File: config.mk
export PLATFORM = sky130hd
export DESIGN_NAME = dsss_packet_detector
export DESIGN_NICKNAME = d
export VERILOG_FILES = /design/src/rtl/dsss_det_pkg.sv /design/src/rtl/dsss_barker_corr.sv /design/src/rtl/dsss_window_peak.sv /design/src/rtl/dsss_run_tracker.sv /design/src/rtl/dsss_packet_detector.sv
export SDC_FILE = /design/constraint.sdc
export NUM_CORES = 1
export LEC_CHECK = 0
export ABC_CLOCK_PERIOD_IN_PS = 10400
export BUFFER_PORTS_ARGS = -buffer_cell sky130_fd_sc_hd__buf_2
export CAP_MARGIN = 5
export CORE_MARGIN = 2
export CORE_UTILIZATION = 45
export DETAILED_ROUTE_END_ITERATION = 8
export HOLD_SLACK_MARGIN = 0.1
export RECOVER_POWER = 50
export SYNTH_ARGS = -nofsm -noshare
export SYNTH_HDL_FRONTEND = slang
export SYNTH_SLANG_ARGS = --single-unit
File: constraint.sdc
create_clock -name clk -period 10.4 [get_ports clk]
set_input_delay 3.12 -clock clk [delete_from_list [all_inputs] [get_ports clk]]
set_output_delay 3.12 -clock clk [all_outputs]
set_load 0.02 [all_outputs]
File: src/rtl/dsss_det_pkg.sv
// Shared constants and types for the spread-spectrum packet detector.
// Assumes an 11-chip Barker code; bit i of BARKER_CHIPS is chip i (1 = +1).
package dsss_det_pkg;
    localparam int BARKER_LEN = 11;
    localparam logic [BARKER_LEN-1:0] BARKER_CHIPS = 11'b01001000111;
    localparam int MODE_DSSS_BIT = 0;
    localparam int MODE_OFDM_BIT = 1;
    typedef enum logic {TRK_IDLE, TRK_RUN} trk_state_t;
endpackage

File: src/rtl/dsss_barker_corr.sv
// Matched filter: correlates the newest eleven valid samples with the Barker
// code and registers the magnitude. Assumes samples arrive one per chip.
module dsss_barker_corr
    import dsss_det_pkg::*;
#(
    parameter int SAMP_W = 8,
    parameter int MAG_W  = SAMP_W + $clog2(BARKER_LEN) + 1
) (
    input  logic                     clk,
    input  logic                     rst_n,
    input  logic                     in_vld,
    input  logic signed [SAMP_W-1:0] in_samp,
    output logic                     mag_vld,
    output logic [MAG_W-1:0]         mag
);
    logic signed [SAMP_W-1:0] taps_q [BARKER_LEN-1];
    logic signed [SAMP_W-1:0] line_c [BARKER_LEN];
    logic signed [MAG_W-1:0]  acc_c;
    logic signed [MAG_W-1:0]  abs_c;

    // Build the tap line with the incoming sample and sum signed products.
    always_comb begin
        line_c[0] = in_samp;
        for (int k = 1; k < BARKER_LEN; k++) line_c[k] = taps_q[k-1];
        acc_c = '0;
        for (int k = 0; k < BARKER_LEN; k++) begin
            if (BARKER_CHIPS[BARKER_LEN-1-k]) acc_c = acc_c + MAG_W'(line_c[k]);
            else                              acc_c = acc_c - MAG_W'(line_c[k]);
        end
        abs_c = acc_c[MAG_W-1] ? -acc_c : acc_c;
    end

    // Shift valid samples in and register the magnitude with its strobe.
    always_ff @(posedge clk) begin
        if (!rst_n) begin
            for (int k = 0; k < BARKER_LEN-1; k++) taps_q[k] <= '0;
            mag_vld <= 1'b0;
            mag     <= '0;
        end else begin
            mag_vld <= in_vld;
            if (in_vld) begin
                for (int k = 0; k < BARKER_LEN-1; k++) taps_q[k] <= line_c[k];
                mag <= abs_c;
            end
        end
    end
endmodule

File: src/rtl/dsss_window_peak.sv
// Splits the magnitude stream into windows of WIN values and reports, per
// window, the peak (earliest on ties), its position and the valley energy.
module dsss_window_peak #(
    parameter int WIN   = 11,
    parameter int MAG_W = 13,
    parameter int POS_W = $clog2(WIN),
    parameter int VAL_W = MAG_W + $clog2(WIN)
) (
    input  logic             clk,
    input  logic             rst_n,
    input  logic             mag_vld,
    input  logic [MAG_W-1:0] mag,
    output logic             win_vld,
    output logic [MAG_W-1:0] win_peak,
    output logic [POS_W-1:0] win_pos,
    output logic [VAL_W-1:0] win_valley
);
    logic [POS_W-1:0] idx_q;
    logic [MAG_W-1:0] best_q, best_c;
    logic [POS_W-1:0] bpos_q, bpos_c;
    logic [VAL_W-1:0] total_q, total_c;
    logic             take_c;
    logic             last_c;

    // Candidate peak and running total including the current magnitude.
    always_comb begin
        take_c  = (idx_q == '0) || (mag > best_q);
        best_c  = take_c ? mag : best_q;
        bpos_c  = take_c ? idx_q : bpos_q;
        total_c = ((idx_q == '0) ? '0 : total_q) + VAL_W'(mag);
        last_c  = (int'(idx_q) == WIN - 1);
    end

    // Advance the window and publish its summary on the last sample.
    always_ff @(posedge clk) begin
        if (!rst_n) begin
            idx_q      <= '0;
            best_q     <= '0;
            bpos_q     <= '0;
            total_q    <= '0;
            win_vld    <= 1'b0;
            win_peak   <= '0;
            win_pos    <= '0;
            win_valley <= '0;
        end else begin
            win_vld <= 1'b0;
            if (mag_vld) begin
                if (last_c) begin
                    idx_q      <= '0;
                    win_vld    <= 1'b1;
                    win_peak   <= best_c;
                    win_pos    <= bpos_c;
                    win_valley <= total_c - VAL_W'(best_c);
                end else begin
                    idx_q   <= idx_q + 1'b1;
                    best_q  <= best_c;
                    bpos_q  <= bpos_c;
                    total_q <= total_c;
                end
            end
        end
    end

    AST_IDX_RANGE: assert property (@(posedge clk) disable iff (!rst_n)
        int'(idx_q) < WIN);
    AST_WIN_FROM_SAMPLE: assert property (@(posedge clk) disable iff (!rst_n)
        win_vld |-> $past(mag_vld));
endmodule

File: src/rtl/dsss_run_tracker.sv
// Decision state machine: chains windows whose peak positions agree within
// one sample, accumulates peak and valley sums, and runs the energy test
// once the chain reaches the requested length. Assumes cfg is static
// outside reset.
module dsss_run_tracker
    import dsss_det_pkg::*;
#(
    parameter int MAG_W   = 13,
    parameter int POS_W   = 4,
    parameter int VAL_W   = 17,
    parameter int NEED_W  = 4,
    parameter int SHIFT_W = 3
) (
    input  logic               clk,
    input  logic               rst_n,
    input  logic [NEED_W-1:0]  cfg_need,
    input  logic [SHIFT_W-1:0] cfg_shift,
    input  logic               win_vld,
    input  logic [MAG_W-1:0]   win_peak,
    input  logic [POS_W-1:0]   win_pos,
    input  logic [VAL_W-1:0]   win_valley,
    output logic               dsss_hit
);
    localparam int PSUM_W = MAG_W + NEED_W;
    localparam int VSUM_W = VAL_W + NEED_W;
    localparam int SHL_W  = PSUM_W + (2**SHIFT_W) - 1;
    localparam int CMP_W  = (SHL_W > VSUM_W) ? SHL_W : VSUM_W;

    trk_state_t        st_q;
    logic [POS_W-1:0]  prev_q;
    logic [NEED_W-1:0] run_q, run_c, need_c;
    logic [PSUM_W-1:0] psum_q, psum_c;
    logic [VSUM_W-1:0] vsum_q, vsum_c;
    logic [POS_W-1:0]  dist_c;
    logic              near_c, full_c, pass_c;
    logic [CMP_W-1:0]  shl_c;

    // Spacing check, run extension and the peak-over-valley comparison.
    always_comb begin
        need_c = (cfg_need == '0) ? NEED_W'(1) : cfg_need;
        dist_c = (win_pos >= prev_q) ? (win_pos - prev_q) : (prev_q - win_pos);
        near_c = (st_q == TRK_RUN) && (dist_c <= POS_W'(1));
        run_c  = near_c ? (run_q + 1'b1) : NEED_W'(1);
        psum_c = (near_c ? psum_q : '0) + PSUM_W'(win_peak);
        vsum_c = (near_c ? vsum_q : '0) + VSUM_W'(win_valley);
        full_c = (run_c >= need_c);
        shl_c  = CMP_W'(psum_c) << cfg_shift;
        pass_c = shl_c > CMP_W'(vsum_c);
    end

    // Update the run on each window summary; empty it after a decision.
    always_ff @(posedge clk) begin
        if (!rst_n) begin
            st_q     <= TRK_IDLE;
            prev_q   <= '0;
            run_q    <= '0;
            psum_q   <= '0;
            vsum_q   <= '0;
            dsss_hit <= 1'b0;
        end else begin
            dsss_hit <= 1'b0;
            if (win_vld) begin
                if (full_c) begin
                    st_q     <= TRK_IDLE;
                    run_q    <= '0;
                    psum_q   <= '0;
                    vsum_q   <= '0;
                    dsss_hit <= pass_c;
                end else begin
                    st_q   <= TRK_RUN;
                    prev_q <= win_pos;
                    run_q  <= run_c;
                    psum_q <= psum_c;
                    vsum_q <= vsum_c;
                end
            end
        end
    end

    AST_RUN_NONZERO: assert property (@(posedge clk) disable iff (!rst_n)
        (st_q == TRK_RUN) |-> (run_q != '0));
    AST_HIT_NEEDS_WINDOW: assert property (@(posedge clk) disable iff (!rst_n)
        dsss_hit |-> $past(win_vld));
    AST_HIT_SINGLE: assert property (@(posedge clk) disable iff (!rst_n)
        dsss_hit |=> !dsss_hit);
endmodule

File: src/rtl/dsss_packet_detector.sv
// Top level: matched filter, window peak finder, run tracker and the latched
// one-hot mode flag with multicarrier priority. Assumes one sample per chip.
module dsss_packet_detector
    import dsss_det_pkg::*;
#(
    parameter int SAMP_W  = 8,
    parameter int WIN     = BARKER_LEN,
    parameter int NEED_W  = 4,
    parameter int SHIFT_W = 3
) (
    input  logic                     clk,
    input  logic                     rst_n,
    input  logic                     samp_vld,
    input  logic signed [SAMP_W-1:0] samp_in,
    input  logic [NEED_W-1:0]        cfg_need,
    input  logic [SHIFT_W-1:0]       cfg_shift,
    input  logic                     ofdm_det,
    input  logic                     mode_clr,
    output logic [1:0]               mode_flag
);
    localparam int MAG_W = SAMP_W + $clog2(BARKER_LEN) + 1;
    localparam int POS_W = $clog2(WIN);
    localparam int VAL_W = MAG_W + $clog2(WIN);

    logic             mag_vld;
    logic [MAG_W-1:0] mag;
    logic             win_vld;
    logic [MAG_W-1:0] win_peak;
    logic [POS_W-1:0] win_pos;
    logic [VAL_W-1:0] win_valley;
    logic             dsss_hit;

    dsss_barker_corr #(.SAMP_W(SAMP_W), .MAG_W(MAG_W)) u_corr (
        .clk(clk), .rst_n(rst_n), .in_vld(samp_vld), .in_samp(samp_in),
        .mag_vld(mag_vld), .mag(mag)
    );

    dsss_window_peak #(.WIN(WIN), .MAG_W(MAG_W), .POS_W(POS_W), .VAL_W(VAL_W)) u_win (
        .clk(clk), .rst_n(rst_n), .mag_vld(mag_vld), .mag(mag),
        .win_vld(win_vld), .win_peak(win_peak), .win_pos(win_pos),
        .win_valley(win_valley)
    );

    dsss_run_tracker #(.MAG_W(MAG_W), .POS_W(POS_W), .VAL_W(VAL_W),
                       .NEED_W(NEED_W), .SHIFT_W(SHIFT_W)) u_trk (
        .clk(clk), .rst_n(rst_n), .cfg_need(cfg_need), .cfg_shift(cfg_shift),
        .win_vld(win_vld), .win_peak(win_peak), .win_pos(win_pos),
        .win_valley(win_valley), .dsss_hit(dsss_hit)
    );

    // Latch the first detection; clear wins, multicarrier wins a tie.
    always_ff @(posedge clk) begin
        if (!rst_n) begin
            mode_flag <= 2'b00;
        end else if (mode_clr) begin
            mode_flag <= 2'b00;
        end else if (mode_flag == 2'b00) begin
            if (ofdm_det)      mode_flag[MODE_OFDM_BIT] <= 1'b1;
            else if (dsss_hit) mode_flag[MODE_DSSS_BIT] <= 1'b1;
        end
    end

    AST_MODE_ONEHOT: assert property (@(posedge clk) disable iff (!rst_n)
        $onehot0(mode_flag));
    AST_MODE_HOLD: assert property (@(posedge clk) disable iff (!rst_n)
        (mode_flag != 2'b00 && !mode_clr) |=> $stable(mode_flag));
    AST_DSSS_LATCH: assert property (@(posedge clk) disable iff (!rst_n)
        (mode_flag == 2'b00 && !mode_clr && !ofdm_det && dsss_hit) |=> mode_flag == 2'b01);
    AST_OFDM_WINS: assert property (@(posedge clk) disable iff (!rst_n)
        (mode_flag == 2'b00 && !mode_clr && ofdm_det) |=> mode_flag == 2'b10);
    AST_CLEAR_FIRST: assert property (@(posedge clk) disable iff (!rst_n)
        mode_clr |=> mode_flag == 2'b00);
endmodule

# Word level (Yosys, flattened, before mapping)
# Memories as Yosys holds them, arrays and structs flattened.
# Index checks and enable logic that the tools add are counted.
op_classes:
  n_addsub: 20
  n_lt_le_gt_ge: 5
  eq_ne: 1
  shifts: 1
  muxes: 29
  bitwise_logic: 14
  reduce_logical: 13
ops:
  columns: ["op", "count"]
  rows:
  - ["$mux 8", 10]
  - ["$sub 13x8->13", 5]
  - ["$add 13x8->13", 4]
  - ["$mux 17", 3]
  - ["$mux 21", 2]
  - ["$add 17x13->17", 2]
  - ["$mux 13", 2]
  - ["$gt 24x21->1", 1]
  - ["$mux 4", 6]
  - ["$shl 17x3->24", 1]
  - ["$add 21x17->21", 1]
  - ["$sub 17x13->17", 1]
  - ["$gt 13x13->1", 1]
  - ["$neg 13->13", 1]
  - ["$add 9x8->10", 1]
  - ["$or 1x1->1", 10]
  - ["$reduce_and 2->1", 5]
  - ["$sub 1x8->9 const A", 1]
  - ["$add 4x1->4 const B", 2]
  - ["$ge 4x4->1", 2]
  - ["$logic_not 4->1", 2]
  - ["$sub 4x4->4", 2]
  - ["$mux 1", 6]
  - ["$reduce_and 3->1", 2]
  - ["7 further kinds", 10]
totals:
  register_bits: 137
  ram_bits: 80
  inputBits: 20
  out_inout_bits: 2
  wordCells: 102
  n_memories: 1
memory_table:
  columns: ["name", "depth", "word_bits", "rd", "rd_clocked_by_memory_dff", "write_ports", "line", "text"]
  rows:
  - ["u_corr.taps_q", 10, 8, 10, 0, 10, "dsss_barker_corr.sv:16", "logic signed [SAMP_W-1:0] taps_q [BARKER_LEN-1];"]

# Longest topological paths before layout
logic_depth:
  ltp_word: 13
  mapped_depth: 30
  mapped_depth_nobuf: 29

# By module
# From an unflattened synthesis, not the netlist that was laid out.
unflattened:
  hier_cells: 1787
  hier_area_um2: 15994.1
modules_own_cells:
  columns: ["module", "instances", "cells_per_inst", "area_per_inst_um2", "seq_area_each_um2"]
  rows:
  - ["dsss_barker_corr", 1, 529, 6125.9, 2682.6]
  - ["dsss_run_tracker", 1, 680, 5151.2, 960.9]
  - ["dsss_window_peak", 1, 569, 4638.2, 1461.4]
  - ["dsss_packet_detector", 1, 9, 78.8, 40.0]

# Least setup slack after synthesis
# OpenSTA, ideal clock, no wires.
synth_path:
  path_type: "input -> register"
  start: "input port samp_in[1]"
  end: "register u_corr.mag[11]"
  setup_time_ps: 70
  t_arrival_ps: 9120
  required_ps: 10330
  slack_ps: 1210
  cell_stages: 26
  path_buffers: 1
  path_cell_list: "inv_1 ha_1 nor2b_1 o21ai_0 a21oi_1 o21ai_0 a21oi_1 o21ai_0 nand2b_1 xnor2_1 fa_1 fa_1 fa_1 inv_1 fa_1 fa_1 ha_1 or4_1 a21oi_1 a211o_1 o21ai_0 a311oi_1 buf_2 o31ai_1 xor2_1 a21oi_1"
synth_via:
  elab_chain_cells: 13
synth_rtl:
  columns: ["element", "line", "text"]
  rows:
  - ["start: declaration", "dsss_packet_detector.sv:14", "input logic signed [SAMP_W-1:0] samp_in,"]
  - ["$sub 1x8->9 *", "dsss_barker_corr.sv:28", "else acc_c = acc_c - MAG_W'(line_c[k]);"]
  - ["$add 9x8->10 *", "dsss_barker_corr.sv:27", "if (BARKER_CHIPS[BARKER_LEN-1-k]) acc_c = acc_c + MAG_W'(line_c[k]);"]
  - ["$sub 13x8->13 * (2 in series)", "dsss_barker_corr.sv:28", null]
  - ["$add 13x8->13 *", "dsss_barker_corr.sv:27", null]
  - ["$sub 13x8->13 * (3 in series)", "dsss_barker_corr.sv:28", null]
  - ["$add 13x8->13 * (3 in series)", "dsss_barker_corr.sv:27", null]
  - ["$neg 13->13", "dsss_barker_corr.sv:30", "abs_c = acc_c[MAG_W-1] ? -acc_c : acc_c;"]
  - ["$mux 13 *", "dsss_barker_corr.sv:30", null]
  - ["end signal: assignment", "dsss_barker_corr.sv:43", "mag <= abs_c;"]
  - ["end: declaration", "dsss_barker_corr.sv:14", "output logic [MAG_W-1:0] mag"]
# Mark *: on every way between the ends. The rest lies on a longest branch, timed or not.
# A chain may end at the register's enable or synchronous reset.

# Worst setup path after layout
layout_path:
  start: "input port samp_in[1]"
  end: "register u_corr.mag[8]"
# Same word-level chain as after synthesis.

==> reports/metrics.yaml <==
status:
  status: "finished, violations left"
  violations: "capacitance limit, slew limit"
floorplan:
  rows: 69
  core_area_mm2: 0.0354
  die_h_um: 193
  die_w_um: 193
  dieArea_mm2: 0.0373
  ios: 22
  initial_core_util: 0.455
route:
  avgViaCountPerCell: 5.54
  wirelength_um: 38000
  first_iter_violations: 828
  routedWlPerCell_um: 16.8
  drcViolationCount: 0
  first_pass_iters: 5
  vias: 12500
  ant_nets: 0
sta:
  final_max_slew_viol_count: 211
  hold_ws_ns: 0.450
  hold_violations: 0
  setup_tns_ns: 0
  setup_viol: 0
  fin_crit_sh: 0.883
  period_minus_slack_ns: 9.18
  maxSlewHeadroom: -1.13
  clock_skew_ns: 0.00779
  max_slew.worst_pin.slew_ns: 3.19
  rsz0062_at_grt: "false"
  max_freq_mhz: 109
setup_path:
  cp.arrival_ns: 9.53
  worstRegToRegCells: 28
  r2r_slack_ns: 2.96
  critPathKind: "primary input to flip-flop"
  cp.required_ns: 10.75
  path_max_fanout: 13
  cp-end-kind: "flip-flop"
  worst_r2r_startpoint: "u_win.win_pos[0]$_SDFFE_PN0P_"
  rr_endpoint: "u_trk.dsss_hit$_SDFF_PN0_"
  setup.worst_path.start_class: "primary input"
global_route:
  antenna_found_initial: 0
  gr-total-overflow: 0
  grt_pass1_vias: 12300
  grt_usage: 0.212
  grt_max_degree: 81
  grt_pass1_wl_um: 63600
logic_synthesis:
  ys_async_sr_fraction: 0
  netlist_area_mm2: 0.0161
  synth_area_leaders: "dfxtp_1 (17%), edfxtp_1 (15%), fa_1 (10%)"
  synth_fp_nets: 2027
  synth_edf_count: 80
  ys_types: 83
  synth_area_leader_cell: "dfxtp_1"
  seq_area_frac_synth: 0.320
  synthFlopType: "dfxtp_1"
  syn_area_per_cell_um2: 8.96
  synth_top_cell_area_share: 0.170
  yosysWarnings: 0
  syn_inst: 1797
  ys_seq_elements: 217
cts:
  clk_pin_slew_worst_paths_ns: 0.06
  insertion_delay_ns: 0.55
  cts.sinks: 217
  clk_path_buf_depth: 3
  ctsResizeCount: 0
  cts_tree: "done"
  postCtsSetupBuffers: 0
  cts_hold_buf: 0
  htree_levels: 1
  numCtsBuffers: 26
  clockRootBuffer: "clkbuf_16"
hold_path:
  worstHoldPathType: "flip-flop to flip-flop"
  min_from: "u_win.total_q[6]$_SDFFE_PN0P_"
  whs_endpoint: "u_win.total_q[6]$_SDFFE_PN0P_"
  hold-path-cell-count: 2
power_and_ir_drop:
  ir_drop_mv: 0.510
  p_leak_nw: 7.31
  power_density_mw_per_mm2: 320
place:
  placed_area_mm2: 0.0166
  hpwl_um: 27600
  port-buffer-count: 21
  routabilityCongestion: 0.896
final_layout:
  drive_above_1_share: 0.0652
  fill_cells: 3346
  fin_area_mm2: 0.0174
  antenna_cells: 0
  syn2layout_area_growth_pct: 8.20
  multi_input_area_mm2: 0.0101
  final_util: 0.492
  ff_latch_area_mm2: 0.00514
  fin_nets: 2004
job:
  cap_viol_max_count: 4
[logic make-up after synthesis]
family,synth area share
DFF,0.320
AOI/OAI and AO/OA,0.172
xor gates and xnor gates,0.0413
adders and majority gates,0.202
and+or+nand+nor,0.176
buffers and inverters,0.0568
muxes,0.0319
[worst max-delay path by stage]
stage / startpoint / endpoint / slack [ns] / cells after the start
after global placement: samp_in[1] / u_corr.mag[2]$_SDFFE_PN0P_ / 0.73 / 27
after CTS: samp_in[1] / u_corr.mag[2]$_SDFFE_PN0P_ / 1.20 / 27
after detailed placement: samp_in[1] / u_corr.mag[9]$_SDFFE_PN0P_ / 0.64 / 26
after global routing: samp_in[1] / u_corr.mag[3]$_SDFFE_PN0P_ / 0.66 / 27
final: samp_in[1] / u_corr.mag[8]$_SDFFE_PN0P_ / 1.22 / 27
after floorplan: samp_in[1] / u_corr.mag[11]$_SDFFE_PN0P_ / 1.21 / 26
[metal layers]
metal	vias to the layer above	GRT usage	part of all wire
met5	-	0	0
li1	6293	-	-
met1	5957	0.299	0.49
met4	0	0.0469	0.021
met2	188	0.351	0.46
met3	49	0.0239	0.033
[cells in the mapped netlist (5+ instances only)]
| master | number |
|---|---|
| a211o_1 | 10 |
| a211oi_1 | 19 |
| a21o_1 | 29 |
| a21oi_1 | 157 |
| a2bb2oi_1 | 5 |
| a31o_2 | 6 |
| a31oi_1 | 8 |
| and2_1 | 55 |
| and3_1 | 57 |
| buf_1 | 8 |
| clkbuf_1 | 80 |
| dfxtp_1 | 137 |
| edfxtp_1 | 80 |
| fa_1 | 84 |
| ha_1 | 126 |
| inv_1 | 153 |
| mux2_2 | 12 |
| mux2i_1 | 31 |
| nand2_1 | 147 |
| nand2b_1 | 11 |
| nand3_1 | 55 |
| nand3b_1 | 6 |
| nand4_1 | 14 |
| nor2_1 | 131 |
| nor2b_1 | 17 |
| nor3_1 | 26 |
| nor3b_1 | 9 |
| o2111ai_1 | 10 |
| o211a_1 | 5 |
| o211ai_1 | 12 |
| o21a_1 | 9 |
| o21ai_0 | 93 |
| o21bai_1 | 6 |
| o2bb2ai_1 | 6 |
| o31ai_1 | 7 |
| or3_1 | 13 |
| or4_1 | 6 |
| xnor2_1 | 44 |
| xor2_1 | 32 |
[power by group]
group	switching, mW	internal (mW)	total [mW]
sequential	0.0505	0.943	0.993
combinational	2.11	1.57	3.68
clock	0.366	0.538	0.904
total	2.53	3.05	5.58
[cell usage in the layout, fill, tap and decap left out, types with 7 or more instances in the layout]
master	synthesis	final
a211o_1	10	10
a211oi_1	19	19
a21o_1	29	29
a21oi_1	157	155
a31oi_1	8	8
and2_1	55	55
and3_1	57	57
buf_2	2	19
buf_4	0	13
clkbuf_1	80	12
clkbuf_16	0	27
clkinv_2	0	7
dfxtp_1	137	137
edfxtp_1	80	80
fa_1	84	84
ha_1	126	126
inv_1	153	151
mux2_2	12	12
mux2i_1	31	31
nand2_1	147	147
nand2b_1	11	11
nand3_1	55	55
nand4_1	14	14
nor2_1	131	130
nor2b_1	17	16
nor3_1	26	26
nor3b_1	9	9
o2111ai_1	10	10
o211ai_1	12	12
o21a_1	9	9
o21ai_0	93	93
o31ai_1	7	7
or3_1	13	13
xnor2_1	44	44
xor2_1	32	32
[stage by stage]
step                instances  power, mW  setup WS, ns
detailed placement       2207       4.68         0.645
CTS                      2255       5.62          1.20
floorplan                1797       3.97          1.21
global route             2255       6.18         0.659
finish                   2255       5.58          1.22
global placement         2207       4.63         0.730
[worst max-delay path: stages]
cell	delay (ns)
buf_2	0.09
inv_1	0.11
ha_1	0.24
nor2b_1	0.13
o21ai_0	0.21
a21oi_1	0.11
o21ai_0	0.29
a21oi_1	0.16
o21ai_0	0.26
nand2b_1	0.11
xnor2_1	0.18
fa_1	0.45
fa_1	0.47
fa_1	0.54
inv_1	0.05
fa_1	0.55
fa_1	0.42
ha_1	0.25
or4_1	0.50
a21oi_1	0.14
a211o_1	0.19
o21ai_0	0.14
a311oi_1	0.27
buf_4	0.22
o21ai_0	0.12
xnor2_1	0.15
o21ai_0	0.08
[sequential cells by signal, summed over array words and instances (netlist names)]
register and count:
u_win.idx_q 4, u_win.bpos_q 4, mode_flag 2, u_win.win_valley 17, u_trk.run_q 4, u_corr.mag_vld 1, u_corr.taps_q 80, u_trk.dsss_hit 1
u_trk.prev_q 4, u_win.win_vld 1, u_trk.st_q 1, u_trk.psum_q 17, u_win.win_pos 4, u_win.total_q 17, u_win.win_peak 13, u_corr.mag 13
u_win.best_q 13, u_trk.vsum_q 21
[cell type report]
cell class,count,share of cell area
Sequential cell,217,0.295
Tap cell,461,0.0331
Clock buffer,39,0.0445
Clock inverter,9,0.00431
Timing Repair Buffer,39,0.0126
Multi-Input combinational cell,1337,0.577
Inverter,153,0.0330
No activity file was read; power rests on OpenSTA's default activity.
